## config.mk

```make
export PLATFORM = sky130hd
export DESIGN_NAME = cursor_overlay
export DESIGN_NICKNAME = d
export VERILOG_FILES = /design/src/rtl/cursor_overlay.sv
export SDC_FILE = /design/constraint.sdc
export NUM_CORES = 1
export LEC_CHECK = 0
export BUFFER_PORTS_ARGS = -buffer_cell sky130_fd_sc_hd__buf_2
export CAP_MARGIN = 20
export CORE_ASPECT_RATIO = 0.7
export CORE_MARGIN = 1
export CORE_UTILIZATION = 40
export CTS_CLUSTER_SIZE = 12
export DETAILED_ROUTE_END_ITERATION = 16
export PLACE_DENSITY_LB_ADDON = 0.05
export SKIP_CTS_REPAIR_TIMING = 1
export SLEW_MARGIN = 0
export SYNTH_ARGS = -nofsm -noshare
export SYNTH_HDL_FRONTEND = slang
export SYNTH_SLANG_ARGS = --single-unit
```

## constraint.sdc

```tcl
create_clock -name clk -period 3.2 [get_ports clk]
set_clock_uncertainty 0.1 [all_clocks]
set_input_delay 0 -clock clk [delete_from_list [all_inputs] [get_ports clk]]
set_output_delay 0 -clock clk [all_outputs]
set_load 0.01 [all_outputs]
```

## src/rtl/cursor_overlay.sv

```systemverilog
module cursor_overlay #(
  parameter int COORD_W = 12,
  parameter int ADDR_W  = 24,
  parameter int MEM_LAT = 2,
  parameter int CUR_DIM = 64
) (
  input  logic               clk,
  input  logic               rst_n,
  input  logic [COORD_W-1:0] beam_x,
  input  logic [31:0]        pix_in,
  input  logic               pix_valid_in,
  input  logic               hsync_in,
  input  logic               vsync_in,
  input  logic               line_load,
  input  logic [COORD_W-1:0] load_y,
  input  logic [COORD_W-1:0] h_disp_end,
  input  logic [COORD_W-1:0] v_disp_end,
  input  logic               cur_en,
  input  logic [31:0]        cur_pos,
  input  logic [ADDR_W-1:0]  cur_base,
  input  logic [31:0]        color0,
  input  logic [31:0]        color1,
  output logic               mem_rd_en,
  output logic [ADDR_W-1:0]  mem_addr,
  input  logic [7:0]         mem_rd_data,
  output logic [31:0]        pix_out,
  output logic               pix_valid_out,
  output logic               hsync_out,
  output logic               vsync_out
);
  localparam int BYTES = CUR_DIM / 8;
  localparam int ROW_BYTES = 2 * BYTES;
  localparam int CNT_W = $clog2(ROW_BYTES);
  localparam int DX_W = $clog2(CUR_DIM);
  localparam logic [15:0] DIM16 = 16'(CUR_DIM);
  localparam logic [CNT_W-1:0] LAST = CNT_W'(ROW_BYTES - 1);

  wire [15:0] cx = cur_pos[31:16];
  wire [15:0] cy = cur_pos[15:0];
  wire [15:0] ly = 16'(load_y);
  wire [15:0] row16 = ly - cy;
  wire vhit = cur_en && (ly >= cy) && (row16 < DIM16) && (ly <= 16'(v_disp_end));

  logic              busy, line_hit;
  logic [CNT_W-1:0]  cnt;
  logic [ADDR_W-1:0] row_addr;

  always_ff @(posedge clk) begin
    if (!rst_n) begin
      busy <= 1'b0;
      line_hit <= 1'b0;
      cnt <= '0;
      row_addr <= '0;
    end else if (line_load) begin
      busy <= vhit;
      line_hit <= vhit;
      cnt <= '0;
      row_addr <= cur_base + ADDR_W'(row16[DX_W-1:0]) * ADDR_W'(ROW_BYTES);
    end else if (busy) begin
      cnt <= cnt + 1'b1;
      if (cnt == LAST) busy <= 1'b0;
    end
  end

  assign mem_rd_en = busy;
  assign mem_addr  = row_addr + ADDR_W'(cnt);

  logic [MEM_LAT-1:0] rv;
  logic [CNT_W-1:0]   ridx [MEM_LAT];

  always_ff @(posedge clk) begin
    if (!rst_n) begin
      rv <= '0;
      for (int k = 0; k < MEM_LAT; k++) ridx[k] <= '0;
    end else begin
      rv[0] <= busy;
      ridx[0] <= cnt;
      for (int k = 1; k < MEM_LAT; k++) begin
        rv[k] <= rv[k-1];
        ridx[k] <= ridx[k-1];
      end
    end
  end

  logic [CUR_DIM-1:0] mask_row, pat_row;

  always_ff @(posedge clk) begin
    if (!rst_n) begin
      mask_row <= '0;
      pat_row <= '0;
    end else if (rv[MEM_LAT-1]) begin
      for (int b = 0; b < BYTES; b++) begin
        if (ridx[MEM_LAT-1] == CNT_W'(b))
          mask_row[CUR_DIM-1-8*b -: 8] <= mem_rd_data;
        if (ridx[MEM_LAT-1] == CNT_W'(b + BYTES))
          pat_row[CUR_DIM-1-8*b -: 8] <= mem_rd_data;
      end
    end
  end

  wire [15:0] bx = 16'(beam_x);
  wire [15:0] dx16 = bx - cx;
  wire [DX_W-1:0] bsel = DX_W'(CUR_DIM - 1) - dx16[DX_W-1:0];
  wire in_cur = cur_en && line_hit && (bx >= cx) && (dx16 < DIM16) && (beam_x < h_disp_end);
  wire m_bit = mask_row[bsel];
  wire p_bit = pat_row[bsel];

  logic [31:0] ov;
  always_comb begin
    if (!in_cur)    ov = pix_in;
    else if (m_bit) ov = p_bit ? ~pix_in : pix_in;
    else            ov = {8'hFF, p_bit ? color1[23:0] : color0[23:0]};
  end

  always_ff @(posedge clk) begin
    if (!rst_n) begin
      pix_out <= '0;
      pix_valid_out <= 1'b0;
      hsync_out <= 1'b0;
      vsync_out <= 1'b0;
    end else begin
      pix_out <= ov;
      pix_valid_out <= pix_valid_in;
      hsync_out <= hsync_in;
      vsync_out <= vsync_in;
    end
  end
endmodule


```

* Word level (Yosys, flattened, before mapping)
Memories as Yosys holds them, arrays and structs flattened. Cells that the tools add are included.
Operators by class: add/subtract/negate cells 6, multipliers 0, div/mod/pow operators 0, $lt $le $gt $ge 7, eq/ne operators 16, shift-type cells 0, muxes and demuxes 15, bitwise operators 4, reductions and logical operators 25
Operators by type and width (count):
- $mux W32 | 3
- $eq A4 B4 Y1 const B | 9
- $ge A12 B16 Y1 | 2
- $lt A16 B7 Y1 const B | 2
- $not A32 Y32 | 1
- $reduce_and A2 Y1 | 16
- $sub A12 B16 Y16 | 2
- $add A24 B10 Y24 | 1
- $add A24 B4 Y24 | 1
- $mux W24 | 1
- $eq A4 B3 Y1 const B | 4
- $bmux W1 S6 | 2
- $le A12 B12 Y1 | 1
- $lt A12 B12 Y1 | 1
- $eq A4 B2 Y1 const B | 2
- $mux W4 | 2
- $logic_and A1 B1 Y1 | 7
- $lt A6 B7 Y1 const B | 1
- $mux W1 | 7
- $sub A6 B6 Y6 const A | 1
- $add A4 B1 Y4 const B | 1
- $eq A4 B1 Y1 const B | 1
- $logic_not A4 Y1 | 1
- $or A1 B1 Y1 | 2
- 2 further kinds | 2
Word-level totals: register bits after elaboration 195, latch bits 0, memory bits (writable) 8, memory bits (read-only) 0, input port bits 215, output and inout bits 60, logic and storage cells 99, memories 1
Memories:
- ridx | depth 2, bits a word 4, rd ports 2, clocked after memory_dff 0, write ports 2, RTL line 69 | logic [CNT_W-1:0] ridx [MEM_LAT];

* Longest topological paths before layout
depth in word-level cells 7, depth in mapped cells 16, depth with buffers taken out 16

* Least setup slack after synthesis
No wires, ideal clock.
path kind input to register, start point input beam_x[0], end point register pix_out[14], setup time 130 ps, data arrival time 3164 ps, data required time 2970 ps, path slack -194 ps, stages on the path 13, buffers on the path 3, cell sequence inv_1 > ha_1 > fa_1 > clkbuf_1 > clkbuf_1 > mux4_2 > mux2i_1 > a22oi_1 > a31oi_1 > a221oi_1 > buf_2 > o22a_1 > o21ai_0
Between the ends: longest elaborated chain between the ends 7, elaborated cells on any way between the ends 16, classes of those cells 2 x add/sub; 3 x order compare; 8 x mux; 3 x reduce/logical
Ends and longest elaborated chain:
- start: declaration | RTL line 9 | input logic [COORD_W-1:0] beam_x,
- $sub A12 B16 Y16 | RTL line 102 | wire [15:0] dx16 = bx - cx;
- $sub A6 B6 Y6 | RTL line 103 | wire [DX_W-1:0] bsel = DX_W'(CUR_DIM - 1) - dx16[DX_W-1:0];
- $bmux W1 S6 | RTL line 106 | wire p_bit = pat_row[bsel];
- $mux W1 (not written as such) | RTL line 106
- $mux W24 / $mux W32 (equally long branches) | RTL line 112, 111
- $mux W32 | RTL line 111 | else if (m_bit) ov = p_bit ? ~pix_in : pix_in;
- $mux W32 (*) | RTL line 110 | if (!in_cur) ov = pix_in;
- end signal: assignment | RTL line 122 | pix_out <= ov;
- end: declaration | RTL line 26 | output logic [31:0] pix_out,
Every way passes the cells marked *; elsewhere a longest branch is shown, timed or not. The select of a mux whose other input is x is not followed. A chain may end at the register's enable or synchronous reset.

* Worst setup path in the final report
start point register line_hit, end point register pix_out[17]
Between the ends: longest elaborated chain between the ends 5
Ends and longest elaborated chain:
- start: declaration | RTL line 44 | logic busy, line_hit;
- start signal: assignment | RTL line 56 | line_hit <= vhit;
- $logic_and A1 B1 Y1 (4 in series) | RTL line 104 | wire in_cur = cur_en && line_hit && (bx >= cx) && (dx16 < DIM16) && (beam_x < h_disp_end);
- $mux W32 | RTL line 110
No other way between the ends.

==> impl_metrics.py <==
metrics = {
    "routing": {
        "drtAntennaViolNets": 0,
        "drtIter0Drc": 593,
        "route.detailed.drc": 0,
        "drt-total-wl_um": 35000,
        "firstDrtPassIters": 5,
        "num_vias": 10186,
        "vias_per_cell": 5.08,
        "routedWlPerCell_um": 17.4,
    },
    "final_layout": {
        "areaGrowthSynthToFinish_pct": 36.4,
        "seq_area_um2": 4070,
        "final_util": 0.555,
        "drive_above_1_share": 0.249,
        "final_cell_area_um2": 15400,
        "fin_nets": 1899,
        "fin_cells": 2007,
        "multi_input_area_um2": 6750,
        "fillCellCount": 2543,
        "antenna_cells": 0,
    },
    "clock_tree": {
        "path_clk_slew_ns": 0.06,
        "cts.sinks": 203,
        "htree_num_levels": 1,
        "cts_tree": "built",
        "clock-root-buffer": "clkbuf_16",
        "clock_latency_ns": 0.53,
        "cts.path.max_buffers": 3,
        "numCtsBuffers": 23,
    },
    "yosys": {
        "synth_ff_type": "dfxtp_1",
        "synth_area_leaders": "dfxtp_1 36%, mux2i_1 15%, mux4_2 6.6%, ha_1 6.4%, nor2_1 6.4%",
        "syn_avg_cell_area_um2": 9.31,
        "synth_cell_type_count": 61,
        "seq_area_frac_synth": 0.360,
        "synth_area_um2": 11300,
        "ys_ff_latch": 203,
        "synthCells": 1212,
        "yosysTopAreaCell": "dfxtp_1",
        "synth.net_count": 1489,
        "synth_top_area_frac": 0.360,
        "ys_warn_count": 0,
        "async_reset_ff_frac": 0,
        "synth-edff-count": 0,
    },
    "setup_path": {
        "worst_path_max_delay_cell": "or4b_1",
        "worstPathArrival_ns": 3.34,
        "critPathCaptureType": "register",
        "r2r_setup_slack_ns": 0.20,
        "crit_chain": "nor4b_4 -> nand4_1 -> a2111oi_2 -> nand4_1 -> nor4_2 -> buf_4 -> and4_1 -> or4b_1 -> buf_12 -> o22a_1 -> o21ai_1",
        "cp-start-kind": "register",
        "crit_path_max_incr_delay_ns": 0.50,
        "cp_common_cell": "nand4_1",
        "crit_type": "register to register",
        "worstPathRequired_ns": 3.54,
        "r2r_cells": 11,
        "cp_max_fo": 24,
    },
    "place": {
        "dpl_cell_area_um2": 13400,
        "dpl_worst_slack_ns": -0.290,
        "dp_cells": 1842,
        "dp_hpwl_um": 24400,
        "port_buffers": 258,
        "place.gp.congestion": 0.912,
    },
    "floorplan": {
        "fp.dieH_um": 143,
        "core-area_um2": 27800,
        "die_area_um2": 28900,
        "rows": 51,
        "dieWidth_um": 203,
        "top_level_ports": 275,
        "start_util": 0.407,
    },
    "sta": {
        "setup_ws_ns": 0.204,
        "finalHoldViolCount": 0,
        "finalCritPeriodShare": 0.936,
        "tightest_slew_ns": 1.00,
        "setup_viol_count_final": 0,
        "slew_viol_final": 0,
        "fmax_mhz": 334,
        "period_minus_slack_ns": 3.00,
        "relSlewSlack": 0.328,
    },
    "job": {
        "max_cap_violations": 0,
    },
    "power_and_ir_drop": {
        "p_per_area_nw_per_um2": 433,
        "vdd_ir_drop_max_uv": 420,
        "p_leak_uw": 0.00705,
    },
    "global_routing": {
        "grt_pass1_wl_um": 50200,
        "overflow": 0,
        "grt_pass1_vias": 8904,
        "grt_use_total": 0.222,
        "grt_max_degree": 85,
        "antenna_found_initial": 0,
    },
    "min_path": {
        "min_path_cells": 6,
        "min_path_type": "input port to register",
    },
    "status": {
        "outcome": "completed",
    },
}
[power by group]
group / switching [uW] / internal [uW]
clock network: 1070 / 1450
logic: 774 / 754
registers: 38.1 / 2580
[stage by stage]
stage,power (uW),hold slack [ns],setup TNS (ns)
4_1_cts,6600,-0.449,-1.55
5_1_grt,6980,0.0983,-0.0136
6_report,6660,0.0402,0
3_5_place_dp,4060,0.100,-6.18
2_1_floorplan,3490,-0.00568,0
3_3_place_gp,4040,0.100,-5.75
[area by class of cell]
cell class              instances  share of cell area
multi-input cells             882               0.438
flip-flops and latches        203               0.264
repair buffers                446               0.205
clock buffers                  31              0.0432
well taps                     371              0.0302
inverters                      66              0.0163
clock inverters                 8             0.00301
[worst paths after layout]
| check | startpoint | endpoint |
|---|---|---|
| worst min-delay path | cur_pos[0] | row_addr[4] |
| worst max-delay path | line_hit | pix_out[17] |
| worst min register to register | ridx[0][2] | ridx[0][6] |
| worst max register to register | line_hit | pix_out[17] |
[layer usage]
metal,GRT usage,share of wire,vias up
met3,0.0366,0.050,38
met4,0.0467,0.019,0
met5,0,0,-
met1,0.330,0.50,4772
li1,-,-,5094
met2,0.334,0.43,282
[worst max-delay path: cells and delay by family (launching register included)]
kind / cells / cell delay, ns
and+or+nand+nor: 6 / 1.53
AOI/OAI and AO/OA: 3 / 0.54
DFF: 1 / 0.37
buffers and inverters: 2 / 0.36
[flip-flops by register name (all words and copies together) (netlist names)]
name / flops
hsync_out: 1
cnt: 4
pat_row: 64
pix_out: 32
line_hit: 1
ridx: 8
mask_row: 64
rv: 2
row_addr: 24
mem_rd_en: 1
vsync_out: 1
pix_valid_out: 1
[cell families after synthesis]
kind of cell / count (synthesis) / synth area share
AOI/OAI and AO/OA: 169 / 0.0980
xor gates and xnor gates: 54 / 0.0419
adders and majority gates: 62 / 0.0714
buffers and inverters: 128 / 0.0471
DFF: 203 / 0.360
muxes: 207 / 0.222
and+or+nand+nor: 389 / 0.160
[cell usage after synthesis (7+ instances only)]
master	count
xor2_1	18
ha_1	58
nor2_1	192
nand3_1	26
and2_1	12
nand2_1	63
a21oi_1	32
nand2b_1	12
a211oi_1	12
and3_1	16
nor3_1	10
or3_1	9
dfxtp_1	203
a21o_1	11
o22ai_1	9
clkbuf_1	47
o21ai_1	9
nand4_1	13
inv_1	65
o21ai_0	36
nor2b_1	7
mux2i_1	171
o22a_1	24
mux4_2	33
xnor2_1	36
[layout by cell type (no fill, tap or decap), drive strengths merged, types with 34 or more instances in the layout]
cell	count
xnor2	36
buf	321
nor2	194
dfxtp	203
nand2	64
mux4	34
o21ai	45
inv	67
ha	58
dlygate4sd3	125
mux2i	171
Note: power is estimated with default switching activity, not from simulation.
